File: src/rtl/simd_add_pkg.sv
package simd_add_pkg;

   // Per-operation controls carried together through the datapath.
   typedef struct packed {
      logic sub;
      logic sat;
      logic sgn;
   } simd_ctl_t;

   // True when segment seg is the lowest segment of a lane that spans
   // 2**mode segments.
   function automatic logic seg_opens_lane(input int seg, input int mode);
      return (seg % (1 << mode)) == 0;
   endfunction

endpackage

File: src/rtl/simd_seg_add.sv
module simd_seg_add #(
   parameter int SEG_W = 8
) (
   input  logic [SEG_W-1:0] a,
   input  logic [SEG_W-1:0] b_x,
   input  logic             cin,
   output logic [SEG_W-1:0] sum,
   output logic             cout
);

   logic [SEG_W:0] wide;

   always_comb begin
      wide = {1'b0, a} + {1'b0, b_x} + {{SEG_W{1'b0}}, cin};
      sum  = wide[SEG_W-1:0];
      cout = wide[SEG_W];
   end

endmodule

File: src/rtl/simd_carry_route.sv
module simd_carry_route
   import simd_add_pkg::*;
#(
   parameter int NUM_SEG = 8,
   localparam int NUM_MODES = $clog2(NUM_SEG) + 1,
   localparam int MODE_W = (NUM_MODES > 1) ? $clog2(NUM_MODES) : 1
) (
   input  logic [MODE_W-1:0]  mode,
   // cut[s] = 1: segment s takes the lane carry-in instead of the
   // carry-out of segment s-1.
   output logic [NUM_SEG-1:1] cut
);

   for (genvar s = 1; s < NUM_SEG; s++) begin : g_seg
      logic [NUM_MODES-1:0] by_mode;
      for (genvar m = 0; m < NUM_MODES; m++) begin : g_mode
         assign by_mode[m] = seg_opens_lane(s, m);
      end
      always_comb begin
         // Out-of-range modes fall back to the widest lane.
         cut[s] = by_mode[NUM_MODES-1];
         for (int m = 0; m < NUM_MODES; m++) begin
            if (mode == MODE_W'(m)) cut[s] = by_mode[m];
         end
      end
   end

endmodule

File: src/rtl/simd_sat_stage.sv
module simd_sat_stage #(
   parameter int SEG_W = 8,
   parameter int NUM_SEG = 8,
   localparam int DATA_W = SEG_W * NUM_SEG,
   localparam int NUM_MODES = $clog2(NUM_SEG) + 1,
   localparam int MODE_W = (NUM_MODES > 1) ? $clog2(NUM_MODES) : 1
) (
   input  logic [DATA_W-1:0]  raw,
   input  logic [NUM_SEG-1:0] seg_a_msb,
   input  logic [NUM_SEG-1:0] seg_b_msb,
   input  logic [NUM_SEG-1:0] seg_cout,
   input  logic [MODE_W-1:0]  mode,
   input  logic               sub,
   input  logic               sat_en,
   input  logic               signed_en,
   output logic [DATA_W-1:0]  res,
   output logic [NUM_SEG-1:0] flags
);

   logic [DATA_W-1:0]  res_m [NUM_MODES];
   logic [NUM_SEG-1:0] flg_m [NUM_MODES];

   for (genvar m = 0; m < NUM_MODES; m++) begin : g_mode
      localparam int SPL = 1 << m;          // segments per lane
      localparam int LW  = SEG_W * SPL;     // lane width
      localparam int NL  = NUM_SEG / SPL;   // lane count

      logic [DATA_W-1:0]  res_w;
      logic [NUM_SEG-1:0] flg_w;

      for (genvar l = 0; l < NL; l++) begin : g_lane
         localparam int TOP = (l + 1) * SPL - 1;
         localparam int LO  = l * LW;

         logic a_msb, b_msb, r_msb, co;
         logic s_ovf, u_ovf, ovf, clamp;
         logic [LW-1:0] lim;

         always_comb begin
            a_msb = seg_a_msb[TOP];
            b_msb = seg_b_msb[TOP];
            r_msb = raw[LO+LW-1];
            co    = seg_cout[TOP];
            // Same-sign operands with a result of the other sign.
            s_ovf = (a_msb == b_msb) && (r_msb != a_msb);
            // Unsigned: carry on add, missing carry on subtract.
            u_ovf = sub ? ~co : co;
            ovf   = signed_en ? s_ovf : u_ovf;
            clamp = sat_en & ovf;
            if (signed_en) lim = {a_msb, {(LW-1){~a_msb}}};
            else           lim = {LW{~sub}};
         end

         assign res_w[LO +: LW] = clamp ? lim : raw[LO +: LW];
         assign flg_w[l]        = clamp;
      end

      if (NL < NUM_SEG) begin : g_pad
         assign flg_w[NUM_SEG-1:NL] = '0;
      end

      assign res_m[m] = res_w;
      assign flg_m[m] = flg_w;
   end

   always_comb begin
      res   = res_m[NUM_MODES-1];
      flags = flg_m[NUM_MODES-1];
      for (int m = 0; m < NUM_MODES; m++) begin
         if (mode == MODE_W'(m)) begin
            res   = res_m[m];
            flags = flg_m[m];
         end
      end
   end

endmodule

File: src/rtl/simd_sat_adder.sv
module simd_sat_adder
   import simd_add_pkg::*;
#(
   parameter int DATA_W = 64,
   parameter int SEG_W = 8,
   localparam int NUM_SEG = DATA_W / SEG_W,
   localparam int NUM_MODES = $clog2(NUM_SEG) + 1,
   localparam int MODE_W = (NUM_MODES > 1) ? $clog2(NUM_MODES) : 1
) (
   input  logic               clk,
   input  logic               rst_n,
   input  logic               in_valid,
   input  logic [DATA_W-1:0]  opa,
   input  logic [DATA_W-1:0]  opb,
   input  logic [MODE_W-1:0]  lane_mode,
   input  logic               sub,
   input  logic               sat_en,
   input  logic               signed_en,
   output logic               out_valid,
   output logic [DATA_W-1:0]  result,
   output logic [NUM_SEG-1:0] sat_flags
);

   // Elaboration-time parameter checks
   if (SEG_W < 2) begin : g_bad_seg
      $error("SEG_W must be at least 2");
   end
   if (DATA_W % SEG_W != 0) begin : g_bad_div
      $error("DATA_W must be a multiple of SEG_W");
   end
   if (NUM_SEG < 2 || (NUM_SEG & (NUM_SEG - 1)) != 0) begin : g_bad_pow
      $error("DATA_W/SEG_W must be a power of two, at least 2");
   end

   simd_ctl_t ctl;
   assign ctl = '{sub: sub, sat: sat_en, sgn: signed_en};

   logic [DATA_W-1:0]  b_x;
   logic [DATA_W-1:0]  raw;
   logic [NUM_SEG-1:0] seg_cout;
   logic [NUM_SEG-1:0] seg_a_msb;
   logic [NUM_SEG-1:0] seg_b_msb;
   logic [NUM_SEG-1:1] cut;

   assign b_x = ctl.sub ? ~opb : opb;

   simd_carry_route #(.NUM_SEG(NUM_SEG)) route_i (
      .mode (lane_mode),
      .cut  (cut)
   );

   for (genvar s = 0; s < NUM_SEG; s++) begin : g_seg
      logic cin;
      if (s == 0) begin : g_first
         assign cin = ctl.sub;
      end else begin : g_chain
         assign cin = cut[s] ? ctl.sub : g_seg[s-1].cout_s;
      end

      logic cout_s;
      simd_seg_add #(.SEG_W(SEG_W)) add_i (
         .a    (opa[s*SEG_W +: SEG_W]),
         .b_x  (b_x[s*SEG_W +: SEG_W]),
         .cin  (cin),
         .sum  (raw[s*SEG_W +: SEG_W]),
         .cout (cout_s)
      );

      assign seg_cout[s]  = cout_s;
      assign seg_a_msb[s] = opa[s*SEG_W + SEG_W - 1];
      assign seg_b_msb[s] = b_x[s*SEG_W + SEG_W - 1];
   end

   logic [DATA_W-1:0]  res_c;
   logic [NUM_SEG-1:0] flg_c;

   simd_sat_stage #(.SEG_W(SEG_W), .NUM_SEG(NUM_SEG)) sat_i (
      .raw       (raw),
      .seg_a_msb (seg_a_msb),
      .seg_b_msb (seg_b_msb),
      .seg_cout  (seg_cout),
      .mode      (lane_mode),
      .sub       (ctl.sub),
      .sat_en    (ctl.sat),
      .signed_en (ctl.sgn),
      .res       (res_c),
      .flags     (flg_c)
   );

   always_ff @(posedge clk or negedge rst_n) begin
      if (!rst_n) begin
         out_valid <= 1'b0;
         result    <= '0;
         sat_flags <= '0;
      end else begin
         out_valid <= in_valid;
         if (in_valid) begin
            result    <= res_c;
            sat_flags <= flg_c;
         end
      end
   end

   // Assertions
   localparam logic [SEG_W-1:0] S_MAX = {1'b0, {(SEG_W-1){1'b1}}};
   localparam logic [SEG_W-1:0] S_MIN = {1'b1, {(SEG_W-1){1'b0}}};

   // outputs cleared while reset is held
   p_reset_clear_r9: assert property (@(posedge clk)
      !rst_n |-> (!out_valid && result == '0 && sat_flags == '0));

   // valid follows the accepted input one cycle later
   p_valid_latency_r8: assert property (@(posedge clk) disable iff (!rst_n)
      in_valid |=> out_valid);

   // idle cycles keep the previous result and flags
   p_idle_hold_r8: assert property (@(posedge clk) disable iff (!rst_n)
      !in_valid |=> (!out_valid && $stable(result) && $stable(sat_flags)));

   // wrapping operations never flag a lane
   p_no_flag_wrap_r7: assert property (@(posedge clk) disable iff (!rst_n)
      (in_valid && !sat_en) |=> sat_flags == '0);

   // in the widest mode only flag bit 0 may be set
   p_flag_range_r7: assert property (@(posedge clk) disable iff (!rst_n)
      (in_valid && lane_mode == MODE_W'(NUM_MODES-1)) |=> sat_flags[NUM_SEG-1:1] == '0);

   // a flagged signed narrow lane holds one of the two extremes
   p_signed_clamp_r4: assert property (@(posedge clk) disable iff (!rst_n)
      (in_valid && sat_en && signed_en && lane_mode == '0) |=>
      (!sat_flags[0] || result[SEG_W-1:0] == S_MAX || result[SEG_W-1:0] == S_MIN));

   // a flagged unsigned narrow lane is all ones on add, zero on subtract
   p_unsigned_clamp_r5: assert property (@(posedge clk) disable iff (!rst_n)
      (in_valid && sat_en && !signed_en && lane_mode == '0) |=>
      (!sat_flags[0] || result[SEG_W-1:0] == {SEG_W{~$past(sub)}}));

endmodule

File: config.mk
export PLATFORM = sky130hd
export DESIGN_NAME = simd_sat_adder
export DESIGN_NICKNAME = d
export VERILOG_FILES = /design/src/rtl/simd_add_pkg.sv /design/src/rtl/simd_seg_add.sv /design/src/rtl/simd_carry_route.sv /design/src/rtl/simd_sat_stage.sv /design/src/rtl/simd_sat_adder.sv
export SDC_FILE = /design/constraint.sdc
export NUM_CORES = 1
export LEC_CHECK = 0
export ABC_CLOCK_PERIOD_IN_PS = 1210
export BUFFER_PORTS_ARGS = -buffer_cell sky130_fd_sc_hd__buf_2
export CORE_ASPECT_RATIO = 1.75
export CORE_MARGIN = 2
export CORE_UTILIZATION = 55
export CTS_CLUSTER_SIZE = 40
export DETAILED_ROUTE_END_ITERATION = 6
export PLACE_DENSITY = 0.87
export SYNTH_ARGS = -nofsm -noshare
export SYNTH_HDL_FRONTEND = slang
export SYNTH_SLANG_ARGS = --single-unit
File: constraint.sdc
create_clock -name clk -period 1.21 [get_ports clk]
set_clock_uncertainty 0.05 [all_clocks]
set_input_delay 0 -clock clk [delete_from_list [all_inputs] [get_ports clk]]
set_output_delay 0 -clock clk [all_outputs]
set_load 0.05 [all_outputs]
==> flow_metrics.py, run 1 <==
metrics = {
    "logic_synthesis": {
        "synthArstFlopShare_pct": 100,
        "ys_top_cells_by_area": "dfrtp_1 23%, ha_1 8.8%, xor2_1 8.3%, nor2_1 4.6%, a21oi_1 4.6%",
        "ys.flop_type": "dfrtp_1",
        "postSynthNetCount": 1177,
        "synth_top_area_share_pct": 23.0,
        "yosys_warnings": 0,
        "syn_area_um2": 7950,
        "avgSynthCellArea_um2": 8.19,
        "synth-edff-count": 0,
        "netlist.top_cell.by_area": "dfrtp_1",
        "synthCells": 970,
        "synth-seq-cells": 73,
        "synthDistinctLibCells": 79,
        "synth_seq_area_share_pct": 23.0,
    },
    "sta": {
        "endpoint_type": "sequential cell input",
        "worst_endpoint": "result[15]$_DFFE_PN0P_/D",
    },
    "cts": {
        "clock-sinks": 73,
        "root_buffer": "clkbuf_16",
        "htreeDepth": 3,
        "cts_made_buffers": 9,
        "cts_buffer_depth": 2,
    },
    "place": {
        "hpwl_um": 24200,
        "io_buffers": 208,
        "gp_congestion": 1.02,
        "place_ws_ns": -12.23,
    },
    "status": {
        "lastStage": "global routing",
        "error_line": "[ERROR GRT-0232] Routing congestion too high. Check the congestion heatmap in the GUI.",
        "outcome": "aborted with a tool error",
    },
    "global_routing": {
        "grtUsageTotal_pct": 76.9,
        "grt-ovfl-total": 18,
        "grt_max_degree": 37,
    },
    "floorplanning": {
        "initial_core_util_pct": 55.9,
        "io_pins": 209,
        "die_x_um": 94.9,
        "num_rows": 58,
        "die_h_um": 163,
    },
}
## metrics by stage
step,instances,utilization (%),cell area (um^2)
detailed placement,1569,77.8,11100
floorplan,970,-,8060
global placement,1569,77.8,11100
CTS,1628,83.5,11900
## cell usage after synthesis (7+ instances only)
library cell and count:
o2bb2ai_1 18, nand3_1 20, nand2_1 66, or3_1 7
o2111ai_1 15, xnor2_1 38, xor2_1 75, nor3_1 19
nor2_1 98, a21o_1 16, and3_1 10, o211ai_1 14
a21oi_1 73, ha_1 56, mux2i_1 8, o21a_1 20
o21bai_1 10, nand2b_1 13, and2_1 8, dfrtp_1 73
a31oi_1 21, inv_1 44, clkbuf_1 32, a211oi_1 22
nor3b_1 7, or2_2 11, fa_1 15, nor2b_1 18
o21ai_0 39
## kinds of logic after synthesis
kind of cell	synth area share, %
AO/OA/AOI/OAI	27.9
AND/OR/NAND/NOR	17.8
XOR/XNOR	12.5
buffers and inverters	4.80
flip-flops	23.0
adder cells (fa/ha/maj)	12.6
multiplexers	1.48
## per-layer routing
layer  global-route usage, %  overflow
met5                    33.0         0
met4                    75.4         9
met3                    68.3         1
met2                    89.7         8
met1                    74.9         0
## what timing repair did
action,in CTS
endpoints found under the hold margin,73
gates cloned,1
setup buffers,41
setup endpoints to repair,72
hold buffers,1
resized for setup,40
pin swaps,35
==> run 2: changes to the inputs <==
CORE_ASPECT_RATIO = default   (was 1.75)
CORE_UTILIZATION = 40   (was 55)
CTS_CLUSTER_SIZE = default   (was 40)
PLACE_DENSITY = default   (was 0.87)
PLACE_DENSITY_LB_ADDON = 0.15   (was default)
==> run 2 against run 1 <==
Effect of this change:
- synthesized area did not move
- the flow now finishes, with violations (setup timing)
- synthesized cell count did not move
==> flow_metrics.py, run 2 <==
metrics = {
    "place": {
        "io_buffers": 208,
        "gp_congestion": 0.925,
        "hpwl_um": 22300,
    },
    "final_layout": {
        "final_common_cell": "buf_4",
        "top_regs": "result (64), sat_flags (8), out_valid (1)",
        "top_register": "result",
        "seqCellArea_um2": 1830,
        "drive_above_1_share_pct": 47.6,
        "antennaDiodeCount": 0,
        "fillers": 1608,
        "multi_input_comb_area_um2": 6480,
        "largest_reg_flops": 64,
        "layout_common_cells": "310 x buf_4, 204 x buf_2, 88 x nor2_1, 74 x xor2_1, 73 x dfrtp_1",
        "area_delta_synth_final_pct": 61.9,
        "fin_nets": 1689,
    },
    "detailed_routing": {
        "via_per_inst": 5.46,
        "drc": 0,
        "drt-total-wl_um": 31200,
        "via_count": 9569,
        "wl_met3_um": 2280,
        "top_layer": "met4",
        "wl_met2_um": 14700,
        "drt-met1-wl_um": 12600,
        "ant_nets": 0,
        "drtIter0Drc": 563,
        "post_drt_wl_per_cell_um": 17.8,
        "drt_pass1_iterations": 5,
    },
    "sta": {
        "worstMarginPinSlew_ns": 0.970,
        "timing.fmax_mhz": 79.9,
        "report.final.slew_viol_count": 0,
        "fin_crit_sh_pct": 1030,
        "slew_headroom_pct": 33.7,
        "fin_ws_ns": -11.30,
        "whs_ns": 0.0682,
        "rsz0062_at_grt": "true",
        "min_period_ns": 12.51,
        "setup_viol": 72,
        "hold_viol": 0,
    },
    "critical_path": {
        "critical_path_class": "in -> reg",
        "arrival_ns": 12.70,
        "cpMostUsedCell": "fa_2",
        "end_kind": "flip-flop",
        "reg2reg_slack_ns": 0.12,
        "cp_slowest_cell": "fa_2",
        "worstPathRequired_ns": 1.40,
        "crit_start": "opb[0]",
        "reg2reg_from": "result[16]",
        "cp-start-kind": "input pin",
        "slowest_delay_ns": 0.45,
        "cp_max_fo": 5,
    },
    "logic_synthesis": {
        "synth-seq-cells": 73,
        "yosys_warnings": 0,
        "synth_top_area_share_pct": 23.0,
        "yosysMostFrequentCell": "nor2_1",
        "netlist.top_cell.by_area": "dfrtp_1",
        "syn_area_um2": 7950,
        "synthArstFlopShare_pct": 100,
        "synthTopCellsByCount": "98 x nor2_1, 75 x xor2_1, 73 x a21oi_1, 73 x dfrtp_1, 66 x nand2_1",
        "avgSynthCellArea_um2": 8.19,
        "postSynthNetCount": 1177,
        "synthCells": 970,
        "ys_top_cells_by_area": "dfrtp_1 23%, ha_1 8.8%, xor2_1 8.3%, nor2_1 4.6%, a21oi_1 4.6%",
        "synth_seq_area_share_pct": 23.0,
        "synth-edff-count": 0,
        "synthDistinctLibCells": 79,
        "ys.flop_type": "dfrtp_1",
    },
    "min_path": {
        "hold_class": "in -> async",
    },
    "power_and_ir_drop": {
        "p_leak_nw": 6.24,
        "power.density_nw_per_um2": 1330,
        "total_power_mw": 17.1,
        "ir_worst_vdd_v": 0.000670,
    },
    "floorplanning": {
        "coreArea_um2": 19500,
        "num_rows": 51,
        "die_area_um2": 21000,
        "die_x_um": 145,
        "die_h_um": 145,
        "io_pins": 209,
        "initial_core_util_pct": 40.8,
    },
    "global_routing": {
        "grtUsageTotal_pct": 29.0,
        "grt_pass1_vias": 9672,
        "grt_pass1_wl_um": 49500,
        "grt_max_degree": 46,
        "grt-ovfl-total": 0,
        "antenna_found_initial": 0,
    },
    "status": {
        "violations": "setup timing",
        "outcome": "finished with violations",
    },
    "cts": {
        "cts_buffer_depth": 2,
        "htreeDepth": 3,
        "root_buffer": "clkbuf_16",
        "clk_pin_slew_worst_paths_ns": 0.07,
        "cts_made_buffers": 9,
        "clock-sinks": 73,
        "cts_tree": "built",
        "clock_latency_ns": 0.35,
    },
    "job": {
        "drv_cap": 0,
    },
}
## run 2: cell counts after synthesis
No cell type changed its count.
## run 2: path summary, 6_finish.rpt
path,end,cells after the start
worst max-delay path,result[12],64
worst min-delay path,result[52],2
worst max register to register,result[16],3
worst min register to register,result[24],1
max in group asynchronous,result[21],3
min in group clk,result[1],5
## run 2: metrics by stage
stage / cell area, um^2 / util (%) / setup slack [ns] / std cells / TNS (ns)
final: 12900 / 66.1 / -11.30 / 1751 / -793.92
after CTS: 12500 / 64.0 / -10.81 / 1731 / -760.44
after global routing: 12900 / 66.1 / -11.76 / 1751 / -828.38
after global placement: 11200 / 57.4 / -11.79 / 1652 / -822.65
after floorplan: 8060 / - / -11.20 / 970 / -782.07
after detailed placement: 11200 / 57.4 / -12.06 / 1652 / -845.02
## run 2: logic make-up after synthesis
group | share of synthesized area, %
adder cells (fa/ha/maj) | 12.6
multiplexers | 1.48
buffers and inverters | 4.80
AND/OR/NAND/NOR | 17.8
XOR/XNOR | 12.5
AO/OA/AOI/OAI | 27.9
flip-flops | 23.0
## run 2: timing repair
item                                   4_1_cts  5_1_grt
endpoints found under the hold margin       73        0
pin swaps                                   87       78
cloned                                       1        0
buffers inserted                            71       25
setup endpoints to repair                   72       72
resized for setup                          127       54
hold buffers                                 1        0
## run 2: layout make-up
| type | count | share of cell area (%) |
|---|---|---|
| Sequential cell | 73 | 14.2 |
| Clock buffer | 11 | 1.89 |
| Inverter | 44 | 1.28 |
| Multi-Input combinational cell | 808 | 50.4 |
| Clock inverter | 4 | 0.418 |
| Timing Repair Buffer | 546 | 29.3 |
| Tap cell | 265 | 2.58 |
## run 2: layer usage
metal  track usage, %  vias up
li1                 -     4560
met1             36.9     4473
met2             47.2      422
met3             4.97      114
met4             15.1        0
met5                0        -
## run 2: worst max-delay path: cells and delay by family
| kind | cells | cell delay (ns) |
|---|---|---|
| buffers and inverters | 5 | 0.48 |
| multiplexers | 2 | 0.55 |
| AND/OR/NAND/NOR | 21 | 2.51 |
| AO/OA/AOI/OAI | 21 | 3.12 |
| adder cells (fa/ha/maj) | 15 | 6.03 |
## run 2: where the power goes
group	switching, mW	internal, mW	leakage, nW
clock network	1.16	1.65	0.138
logic	6.34	4.55	5.24
registers	0.376	3.02	0.868
total	7.88	9.23	6.24
(Power assumes the default switching activity.)
==> run 3: changes to the inputs <==
REMOVE_ABC_BUFFERS = 1   (was default)
==> run 3 against run 2 <==
Effect of this change:
- the flow still finishes with violations (setup timing)
- core utilization shrank 1.8 points
- setup slack gained 0.023 ns
- via count shrank 4.0%
- critical endpoint is now result[27]
==> flow_metrics.py, run 3 (synthesized netlist as in run 2, its figures left out) <==
metrics = {
    "sta": {
        "timing.fmax_mhz": 80.1,
        "hold_viol": 0,
        "min_period_ns": 12.49,
        "report.final.slew_viol_count": 0,
        "fin_ws_ns": -11.28,
        "worstMarginPinSlew_ns": 0.797,
        "rsz0062_at_grt": "true",
        "whs_ns": 0.124,
        "slew_headroom_pct": 46.9,
        "fin_crit_sh_pct": 1030,
        "setup_viol": 72,
    },
    "critical_path": {
        "cpMostUsedCell": "fa_2",
        "reg2reg_from": "result[16]",
        "r2r-end": "result[16]",
        "arrival_ns": 12.67,
        "end_kind": "flip-flop",
        "slowest_delay_ns": 0.44,
        "worstPathRequired_ns": 1.39,
        "cp_slowest_cell": "fa_2",
        "cp-start-kind": "input pin",
        "reg2reg_slack_ns": 0.12,
        "critical_path_class": "in -> reg",
        "r2r_cells": 3,
        "cp_max_fo": 6,
    },
    "detailed_routing": {
        "drt-total-wl_um": 29000,
        "drtIter0Drc": 575,
        "via_per_inst": 5.34,
        "drc": 0,
        "drt_pass1_iterations": 7,
        "post_drt_wl_per_cell_um": 16.8,
        "via_count": 9188,
        "ant_nets": 0,
    },
    "cts": {
        "clk_pin_slew_worst_paths_ns": 0.06,
        "cts_buffer_depth": 2,
        "cts_made_buffers": 9,
        "root_buffer": "clkbuf_16",
        "clock-sinks": 73,
        "clock_latency_ns": 0.34,
        "cts_tree": "built",
        "htreeDepth": 3,
    },
    "place": {
        "gp_congestion": 0.914,
        "io_buffers": 208,
        "place_inst": 1666,
        "placed_area_um2": 11200,
        "hpwl_um": 21800,
    },
    "power_and_ir_drop": {
        "sequentialPowerShare_pct": 20.7,
        "p_leak_nw": 6.09,
        "p_clk_share_pct": 15.8,
        "power.density_nw_per_um2": 1310,
        "p_sw_share_pct": 45.7,
        "ir_worst_vdd_v": 0.000867,
        "total_power_mw": 16.4,
        "p_int_mw": 8.92,
        "pwr-share-comb_pct": 63.5,
        "p_sw_mw": 7.52,
    },
    "floorplanning": {
        "die_x_um": 145,
        "coreArea_um2": 19500,
        "die_h_um": 145,
        "num_rows": 51,
        "initial_core_util_pct": 40.8,
        "io_pins": 209,
        "die_area_um2": 21000,
    },
    "final_layout": {
        "drive_above_1_share_pct": 45.9,
        "multi_input_comb_area_um2": 6360,
        "area_delta_synth_final_pct": 57.6,
        "instances_no_fill": 1719,
        "largest_reg_flops": 64,
        "fillers": 1644,
        "seqCellArea_um2": 1830,
        "stdcell_area_um2": 12500,
        "fin_nets": 1659,
        "top_register": "result",
        "antennaDiodeCount": 0,
        "final_common_cell": "buf_4",
        "top_regs": "result (64), sat_flags (8), out_valid (1)",
        "layout_common_cells": "281 x buf_4, 204 x buf_2, 93 x nor2_1, 74 x xor2_1, 73 x dfrtp_1",
    },
    "min_path": {
        "hp-start": "in_valid",
        "min_to": "out_valid",
        "min_path_cells": 2,
        "hold_class": "in -> reg",
    },
    "status": {
        "violations": "setup timing",
        "outcome": "finished with violations",
    },
    "global_routing": {
        "grtUsageTotal_pct": 27.0,
        "grt_max_degree": 74,
        "antenna_found_initial": 0,
        "grt_pass1_vias": 9258,
        "grt_pass1_wl_um": 46200,
        "grt-ovfl-total": 0,
    },
    "job": {
        "drv_cap": 0,
    },
}
run 3: changes by cell type in the layout (fill, tap and decap cells not counted), moves of 6 or more:
cell,change
a21oi_4,-7
a211oi_2,-6
a211oi_1,+7
o2bb2ai_2,+7
buf_4,-29
o2bb2ai_1,-7
run 3: stage by stage:
stage / util, % / setup TNS [ns] / setup WS [ns]
final: 64.3 / -792.75 / -11.28
after global routing: 64.3 / -835.21 / -11.88
after CTS: 61.7 / -793.56 / -11.38
after detailed placement: 57.6 / -906.49 / -12.97
after global placement: 57.6 / -874.18 / -12.51
after floorplan: - / -824.95 / -11.87
run 3: worst max-delay path: cells and delay by family:
family,cells,cell delay [ns]
AOI/OAI and AO/OA,23,3.11
xor gates and xnor gates,1,0.15
and+or+nand+nor,20,2.50
buffers and inverters,6,0.72
muxes,1,0.33
adders and majority gates,15,5.84
run 3: power groups by stage:
stage               sequential (mW)  combinational, mW  clock [mW]
floorplan                      5.43               3.70           0
global placement               3.43               9.23           0
detailed placement             3.42               9.33           0
CTS                            3.39               9.88        2.60
global route                   3.47               11.2        2.70
finish                         3.40               10.4        2.59
run 3: how the worst max path moves through the flow:
stage           start          to  slack (ns)  cells after the start
6_report          sub  result[27]      -11.28                     66
5_1_grt        opb[1]  result[13]      -11.88                     65
4_1_cts           sub  result[55]      -11.38                     80
3_5_place_dp      sub  result[19]      -12.97                     64
3_3_place_gp      sub  result[19]      -12.51                     64
2_1_floorplan  opb[0]   result[8]      -11.87                     62
run 3: final cells by class:
cell class	instances	area share, %
flip-flops and latches	73	14.6
well taps	265	2.65
multi-input cells	807	50.8
inverters	44	1.32
repair buffers	517	28.5
clock buffers	13	2.16
run 3: per-layer routing:
metal  GRT usage (%)  wire (um)  vias up
li1                -          -     4490
met1            34.7      12700     4302
met2            46.3      13800      336
met3            3.81       1660       60
met4            9.41        773        0
met5               0          0        -
run 3: repair_timing:
item	CTS	global route
resized for setup	60	120
setup buffers	40	20
endpoints found under the hold margin	73	0
endpoints found under the setup margin	72	72
pin swaps	31	80
cloned	0	0
hold buffers	1	0
